`config.mk`:
```
export PLATFORM = sky130hd
export DESIGN_NAME = scan_tap
export DESIGN_NICKNAME = d
export VERILOG_FILES = /design/src/rtl/scan_tap_pkg.sv /design/src/rtl/scan_tap_fsm.sv /design/src/rtl/scan_tap_ir.sv /design/src/rtl/scan_tap_dr.sv /design/src/rtl/scan_tap.sv
export SDC_FILE = /design/constraint.sdc
export NUM_CORES = 1
export LEC_CHECK = 0
export BUFFER_PORTS_ARGS = -buffer_cell sky130_fd_sc_hd__buf_2
export CORE_ASPECT_RATIO = 0.7
export CORE_MARGIN = 1.5
export CORE_UTILIZATION = 40
export DETAILED_ROUTE_END_ITERATION = 10
export PLACE_DENSITY = 0.71
export SLEW_MARGIN = 20
export SYNTH_ARGS = -nofsm -noshare
export SYNTH_HDL_FRONTEND = slang
export SYNTH_HIERARCHICAL = 1
export SYNTH_SLANG_ARGS = --single-unit
export TNS_END_PERCENT = 50
```
`constraint.sdc`:
```
create_clock -name clk -period 2.3 [get_ports clk]
set_clock_uncertainty 0.2 [all_clocks]
set_input_delay 0.46 -clock clk [delete_from_list [all_inputs] [get_ports clk]]
set_output_delay 0.46 -clock clk [all_outputs]
set_load 0.02 [all_outputs]
```
`src/rtl/scan_tap_pkg.sv`:
```
package scan_tap_pkg;

    localparam int IR_W = 3;
    localparam int ID_W = 32;

    typedef enum logic [3:0] {
        S_RESET, S_IDLE,
        S_SEL_DR, S_CAP_DR, S_SH_DR, S_EX1_DR, S_PAU_DR, S_EX2_DR, S_UPD_DR,
        S_SEL_IR, S_CAP_IR, S_SH_IR, S_EX1_IR, S_PAU_IR, S_EX2_IR, S_UPD_IR
    } tap_state_e;

    localparam logic [IR_W-1:0] OP_EXT = 3'b000;
    localparam logic [IR_W-1:0] OP_IDC = 3'b001;
    localparam logic [IR_W-1:0] OP_HIZ = 3'b010;
    localparam logic [IR_W-1:0] OP_SMP = 3'b100;
    localparam logic [IR_W-1:0] OP_BYP = 3'b111;
    localparam logic [IR_W-1:0] IR_CAPTURE = 3'b001;

    typedef enum logic [1:0] {PATH_BYP, PATH_ID, PATH_BSR} dr_path_e;

    typedef struct packed {
        dr_path_e path;
        logic     host_off;
        logic     upd_ok;
    } op_decode_t;

    function automatic tap_state_e tap_next(tap_state_e s, logic tms);
        tap_state_e n;
        case (s)
            S_RESET:  n = tms ? S_RESET  : S_IDLE;
            S_IDLE:   n = tms ? S_SEL_DR : S_IDLE;
            S_SEL_DR: n = tms ? S_SEL_IR : S_CAP_DR;
            S_CAP_DR: n = tms ? S_EX1_DR : S_SH_DR;
            S_SH_DR:  n = tms ? S_EX1_DR : S_SH_DR;
            S_EX1_DR: n = tms ? S_UPD_DR : S_PAU_DR;
            S_PAU_DR: n = tms ? S_EX2_DR : S_PAU_DR;
            S_EX2_DR: n = tms ? S_UPD_DR : S_SH_DR;
            S_UPD_DR: n = tms ? S_SEL_DR : S_IDLE;
            S_SEL_IR: n = tms ? S_RESET  : S_CAP_IR;
            S_CAP_IR: n = tms ? S_EX1_IR : S_SH_IR;
            S_SH_IR:  n = tms ? S_EX1_IR : S_SH_IR;
            S_EX1_IR: n = tms ? S_UPD_IR : S_PAU_IR;
            S_PAU_IR: n = tms ? S_EX2_IR : S_PAU_IR;
            S_EX2_IR: n = tms ? S_UPD_IR : S_SH_IR;
            S_UPD_IR: n = tms ? S_SEL_DR : S_IDLE;
            default:  n = S_RESET;
        endcase
        return n;
    endfunction

    function automatic op_decode_t op_decode(logic [IR_W-1:0] op);
        op_decode_t d;
        case (op)
            OP_IDC:         d = '{path: PATH_ID,  host_off: 1'b0, upd_ok: 1'b0};
            OP_EXT, OP_HIZ: d = '{path: PATH_BSR, host_off: 1'b1, upd_ok: 1'b1};
            OP_SMP:         d = '{path: PATH_BSR, host_off: 1'b0, upd_ok: 1'b1};
            default:        d = '{path: PATH_BYP, host_off: 1'b0, upd_ok: 1'b0};
        endcase
        return d;
    endfunction

    function automatic logic [ID_W-1:0] id_word(logic [2:0] rev, logic [16:0] part,
                                                 logic [10:0] mfr);
        return {rev, part, mfr, 1'b1};
    endfunction

endpackage

```
`src/rtl/scan_tap_fsm.sv`:
```
module scan_tap_fsm
    import scan_tap_pkg::*;
(
    input  logic       clk,
    input  logic       rst,
    input  logic       tms,
    output tap_state_e state
);
    always_ff @(posedge clk) begin
        if (rst) state <= S_RESET;
        else     state <= tap_next(state, tms);
    end

    // count of consecutive tms-high edges, saturating at five
    logic [2:0] tms_run;
    always_ff @(posedge clk) begin
        if (rst)            tms_run <= '0;
        else if (!tms)      tms_run <= '0;
        else if (tms_run != 3'd5) tms_run <= tms_run + 3'd1;
    end

    assert_five_high_reset_R1: assert property (@(posedge clk) disable iff (rst)
        (tms_run == 3'd5) |-> (state == S_RESET));
endmodule

```
`src/rtl/scan_tap_ir.sv`:
```
module scan_tap_ir
    import scan_tap_pkg::*;
(
    input  logic            clk,
    input  logic            rst,
    input  tap_state_e      state,
    input  logic            tdi,
    output logic [IR_W-1:0] instr,
    output logic            ir_lsb
);
    logic [IR_W-1:0] sh_q;

    always_ff @(posedge clk) begin
        if (rst) begin
            sh_q  <= IR_CAPTURE;
            instr <= OP_IDC;
        end else begin
            case (state)
                S_RESET:  instr <= OP_IDC;
                S_CAP_IR: sh_q  <= IR_CAPTURE;
                S_SH_IR:  sh_q  <= {tdi, sh_q[IR_W-1:1]};
                S_UPD_IR: instr <= sh_q;
                default: ;
            endcase
        end
    end

    assign ir_lsb = sh_q[0];

    assert_capture_pattern_R2: assert property (@(posedge clk) disable iff (rst)
        (state == S_CAP_IR) |=> (sh_q[1:0] == 2'b01));
    assert_reset_idcode_R1: assert property (@(posedge clk) disable iff (rst)
        (state == S_RESET) |=> (instr == OP_IDC));
    assert_instr_hold_R6: assert property (@(posedge clk) disable iff (rst)
        (state != S_UPD_IR && state != S_RESET) |=> $stable(instr));
endmodule

```
`src/rtl/scan_tap_dr.sv`:
```
module scan_tap_dr
    import scan_tap_pkg::*;
#(
    parameter int              BSR_LEN = 70,
    parameter logic [ID_W-1:0] ID_WORD = 32'h1
) (
    input  logic               clk,
    input  logic               rst,
    input  tap_state_e         state,
    input  logic               tdi,
    input  dr_path_e           path,
    input  logic               upd_ok,
    input  logic [BSR_LEN-1:0] pin_in,
    output logic               dr_lsb,
    output logic [BSR_LEN-1:0] bsr_out
);
    logic               byp_q;
    logic [ID_W-1:0]    id_q;
    logic [BSR_LEN-1:0] bsr_q;

    always_ff @(posedge clk) begin
        if (rst) begin
            byp_q   <= 1'b0;
            id_q    <= ID_WORD;
            bsr_q   <= '0;
            bsr_out <= '0;
        end else begin
            case (state)
                S_CAP_DR: begin
                    case (path)
                        PATH_ID:  id_q  <= ID_WORD;
                        PATH_BSR: bsr_q <= pin_in;
                        default:  byp_q <= 1'b0;
                    endcase
                end
                S_SH_DR: begin
                    case (path)
                        PATH_ID:  id_q  <= {tdi, id_q[ID_W-1:1]};
                        PATH_BSR: bsr_q <= {tdi, bsr_q[BSR_LEN-1:1]};
                        default:  byp_q <= tdi;
                    endcase
                end
                S_UPD_DR: if (upd_ok) bsr_out <= bsr_q;
                default: ;
            endcase
        end
    end

    always_comb begin
        case (path)
            PATH_ID:  dr_lsb = id_q[0];
            PATH_BSR: dr_lsb = bsr_q[0];
            default:  dr_lsb = byp_q;
        endcase
    end

    assert_bypass_zero_R4: assert property (@(posedge clk) disable iff (rst)
        (state == S_CAP_DR && path == PATH_BYP) |=> (dr_lsb == 1'b0));
    assert_id_marker_R3: assert property (@(posedge clk) disable iff (rst)
        (state == S_CAP_DR && path == PATH_ID) |=> (dr_lsb == 1'b1));
    assert_latch_hold_R7: assert property (@(posedge clk) disable iff (rst)
        (state != S_UPD_DR) |=> $stable(bsr_out));
endmodule

```
`src/rtl/scan_tap.sv`:
```
module scan_tap
    import scan_tap_pkg::*;
#(
    parameter int          BSR_LEN = 70,
    parameter logic [2:0]  REV_ID  = 3'h2,
    parameter logic [16:0] PART_ID = 17'h0A5C3,
    parameter logic [10:0] MFR_ID  = 11'h0B5
) (
    input  logic               clk,
    input  logic               rst,
    input  logic               tms,
    input  logic               tdi,
    input  logic [BSR_LEN-1:0] pin_in,
    output logic               tdo,
    output logic               tdo_oe,
    output logic               host_hiz,
    output logic [BSR_LEN-1:0] bsr_out
);
    localparam logic [ID_W-1:0] ID_WORD = id_word(REV_ID, PART_ID, MFR_ID);

    tap_state_e      state;
    logic [IR_W-1:0] instr;
    logic            ir_lsb;
    logic            dr_lsb;
    op_decode_t      dec;
    logic            shifting;

    scan_tap_fsm u_fsm (
        .clk   (clk),
        .rst   (rst),
        .tms   (tms),
        .state (state)
    );

    scan_tap_ir u_ir (
        .clk    (clk),
        .rst    (rst),
        .state  (state),
        .tdi    (tdi),
        .instr  (instr),
        .ir_lsb (ir_lsb)
    );

    assign dec      = op_decode(instr);
    assign host_hiz = dec.host_off;

    scan_tap_dr #(
        .BSR_LEN (BSR_LEN),
        .ID_WORD (ID_WORD)
    ) u_dr (
        .clk     (clk),
        .rst     (rst),
        .state   (state),
        .tdi     (tdi),
        .path    (dec.path),
        .upd_ok  (dec.upd_ok),
        .pin_in  (pin_in),
        .dr_lsb  (dr_lsb),
        .bsr_out (bsr_out)
    );

    assign shifting = (state == S_SH_DR) || (state == S_SH_IR);

    // launch on the falling edge, half a cycle after the state settles
    always_ff @(negedge clk) begin
        if (rst) begin
            tdo    <= 1'b0;
            tdo_oe <= 1'b0;
        end else begin
            tdo_oe <= shifting;
            tdo    <= shifting ? ((state == S_SH_IR) ? ir_lsb : dr_lsb) : 1'b0;
        end
    end

    assert_oe_follows_shift_R8: assert property (@(posedge clk) disable iff (rst)
        tdo_oe == shifting);
endmodule

```
==> flow_summary_export.csv <==
group,metric,value,unit
outcome,status,"finished with violations",
outcome,violations,"setup timing",
clock_network,clock_latency,420,ps
floorplanning,dieArea,0.02084,mm²
route,first_iter_violations,439,
final_layout,register_area,0.003714,mm²
clock_network,clockBufferDepth,2,
worst_setup_path,r2r_cells,7,
worst_setup_path,path_depth,7,
final_layout,post-route-util,0.5014,
logic_synthesis,yosysUniqueCellTypes,50,
timing,slew_headroom,0.4961,
clock_network,clock_sinks,185,
final_layout,drive_above_1_share,0.2579,
logic_synthesis,synth_area,0.007986,mm²
worst_setup_path,cp_cell_sequence,"nor3b_4, inv_2, ha_4, a22oi_2, o21ai_1, mux2i_1, nor2b_1",
grt,use_met2,0.3047,
route,ant_nets,0,
floorplanning,dieWidth,171.9,µm
hold_path,worst_hold_path_type,"in -> reg",
placement,port_buffers,146,
grt,antenna_found_initial,4,
pwr,vdd_drop_max,0.4172,mV
worst_setup_path,cp.arrival,1690,ps
worst_setup_path,cp-start-kind,"flop",
timing,drv_slew,0,
timing,rsz0062_at_grt,"yes",
logic_synthesis,ys_ff_latch,185,
grt,grt_max_degree,173,
floorplanning,ios,147,
timing,setup_viol,4,
worst_setup_path,crit_slowest_cell,"dfxtp_2",
worst_setup_path,cp-endpoint,"tdo",
placement,dp_hpwl,12600,µm
worst_setup_path,rrSetupSlack,-410,ps
timing,worstMarginPinSlew,755.9,ps
grt,grt_overflow,0,
logic_synthesis,synth_edf_count,0,
grt,use_met3,0.06425,
worst_setup_path,crit_fanout,3,
route,first_pass_iters,7,
logic_synthesis,syn_area_per_cell,9.159,µm²
grt,use_met1,0.2612,
final_layout,areaGrowthSynthToFinish,23.63,%
logic_synthesis,synth-main-ff-cell,"dfxtp_1",
timing,timing.final.ws_setup,-414.9,ps
grt,grt_pass1_vias,6413,
run,maxCapViolCount,0,
clock_network,cts_tree,"done",
route,drc,0,
worst_setup_path,required,1280,ps
worst_setup_path,r2r-end,"tdo",
pwr,p_leak,4.035,nW
worst_setup_path,critPathMaxStageDelay,350,ps
grt,grt_pass1_wl,32660,µm
grt,busiest_layer,"met2",
worst_setup_path,r2r_start,"u_ir/instr[2]",
logic_synthesis,synth_top_area_share,0.4637,
placement,gp_congestion,0.7852,
route,vias,6941,
logic_synthesis,yosysTopAreaCell,"dfxtp_1",
timing,hold_slack,117.0,ps
timing,finalHoldViolCount,0,
logic_synthesis,ys_seq_area_frac,0.4637,
logic_synthesis,synthesis.nets,949,
worst_setup_path,setup.worst_path.start,"u_ir/instr[2]",
floorplanning,die_height,121.2,µm
logic_synthesis,synthTopCellsByArea,"dfxtp_1, mux2i_1, o32ai_1, a21oi_1, o21ai_0",
pwr,p_total,6.562,mW
final_layout,nets,1077,
clock_network,clk_pin_slew,70,ps
clock_network,cts_buffers,17,
route,routedWlPerCell,16.11,µm
floorplanning,core,0.01969,mm²
grt,grt_use_total,0.1975,
clock_network,htreeDepth,4,
logic_synthesis,synth_warnings,6,
final_layout,fill_cells,1868,
clock_network,cts-root-buf,"clkbuf_16",
worst_setup_path,worst_setup_path_end_kind,"flop",
pwr,pwr_density_cell,664.7,mW/mm²
floorplanning,initial_core_util,0.4056,
logic_synthesis,async_reset_ff_frac,0,
final_layout,multiInputGateArea,0.003710,mm²
timing,tns,-1374,ps
floorplanning,rows,43,
worst_setup_path,critPathKind,"reg -> reg",
worst_setup_path,path_buf_inv,1,
logic_synthesis,syn_inst,872,
route,routed_via_density,5.402,
worst_setup_path,crit_family,"flip-flops",
route,wirelength,20700,µm
where the power goes:
part | internal [mW] | switching, mW | leakage [nW]
clock | 1.67 | 1.30 | 0.291
sequential | 3.21 | 0.00262 | 1.49
combinational | 0.162 | 0.221 | 2.25
worst register-to-register path, stage by stage (launching register included):
cell	delay (ps)
dfxtp_2	350
nor3b_4	260
inv_2	80
ha_4	160
a22oi_2	140
o21ai_1	90
mux2i_1	140
nor2b_1	70
per-stage QoR:
step / instances / setup slack, ps / instance area (µm²)
3_5_place_dp: 1242 / -455.8 / 9160
4_1_cts: 1274 / -436.6 / 9773
2_1_floorplan: 872 / -310.5 / 8023
5_1_grt: 1282 / -500.5 / 9866
6_report: 1285 / -414.9 / 9873
3_3_place_gp: 1242 / -393.7 / 9160
routing by layer:
| layer | up-vias | wire length, µm | share of wire |
|---|---|---|---|
| li1 | 3400 | - | - |
| met1 | 3343 | 9635 | 0.47 |
| met2 | 173 | 9351 | 0.45 |
| met3 | 23 | 1413 | 0.068 |
| met4 | 2 | 295 | 0.014 |
| met5 | - | 7 | 0.00034 |
synthesized netlist by cell type, types with 4 or more instances:
library cell	instances
a21oi_1	79
buf_2	25
buf_6	4
clkbuf_1	53
dfxtp_1	185
inv_1	77
mux2_2	4
mux2i_1	99
nand2b_1	17
nand3_1	74
nand3b_1	12
nor2_1	26
nor2b_1	5
nor3_1	16
o211ai_1	4
o21ai_0	75
o32ai_1	70
cells by family after synthesis:
logic type                 count (synthesis)  synth area share
muxes                                    103            0.1297
buffers and inverters                    164           0.08523
AOI/OAI and AO/OA                        240            0.1914
DFF                                      185            0.4637
xor gates and xnor gates                   1          0.001097
and+or+nand+nor                          176            0.1241
adders and majority gates                  3          0.004700
layout by cell type, fill, tap and decap left out, types with 4 or more instances in the layout:
cell type | Yosys | routed
dfxtp_2 | 0 | 5
nor2b_1 | 5 | 5
or4b_4 | 0 | 4
mux2i_1 | 99 | 98
clkinvlp_4 | 0 | 4
o32ai_1 | 70 | 70
dfxtp_1 | 185 | 179
nand3b_1 | 12 | 12
nor2_1 | 26 | 26
clkbuf_16 | 0 | 18
buf_6 | 4 | 6
a21oi_1 | 79 | 76
buf_4 | 1 | 36
o21ai_1 | 0 | 17
buf_12 | 0 | 8
o21ai_0 | 75 | 58
nand3_1 | 74 | 74
mux2_2 | 4 | 4
nand2b_1 | 17 | 17
o211ai_1 | 4 | 4
inv_1 | 77 | 76
nor3_1 | 16 | 16
buf_2 | 25 | 143
worst min-delay path by stage:
| stage | startpoint | to | slack, ps | depth (start not counted) |
|---|---|---|---|---|
| 2_1_floorplan | u_ir/instr[0] | u_ir/instr[0] | 250 | 2 |
| 3_3_place_gp | u_dr/bsr_out[48] | u_dr/bsr_out[48] | 260 | 2 |
| 3_5_place_dp | u_dr/bsr_out[49] | u_dr/bsr_out[49] | 260 | 2 |
| 4_1_cts | pin_in[37] | u_dr/bsr_q[37] | 100 | 3 |
| 5_1_grt | pin_in[37] | u_dr/bsr_q[37] | 100 | 3 |
| 6_report | pin_in[49] | u_dr/bsr_q[49] | 120 | 3 |
repair_timing:
| action | in CTS | in global routing |
|---|---|---|
| gates resized for setup | 6 | 25 |
| endpoints found under the hold margin | 0 | 0 |
| endpoints found under the setup margin | 5 | 77 |
| pin swaps | 1 | 7 |
| gates cloned | 0 | 1 |
| hold buffers | 0 | 0 |
| setup buffers | 0 | 7 |
state kept, by name (all words and copies together) (netlist names):
| register | cells |
|---|---|
| tdo | 1 |
| tdo_oe | 1 |
| u_dr/bsr_out | 70 |
| u_dr/bsr_q | 70 |
| u_dr/byp_q | 1 |
| u_dr/id_q | 32 |
| u_fsm/state | 4 |
| u_ir/instr | 3 |
| u_ir/sh_q | 3 |
cell type report:
type | instances | share of cell area
flip-flops and latches | 185 | 0.3761
multi-input cells | 524 | 0.3757
repair buffers | 193 | 0.1229
clock buffers | 18 | 0.04562
well taps | 270 | 0.03422
inverters | 77 | 0.02927
clock inverters | 15 | 0.01533
diodes | 3 | 0.0007604
(Power assumes the default switching activity.)
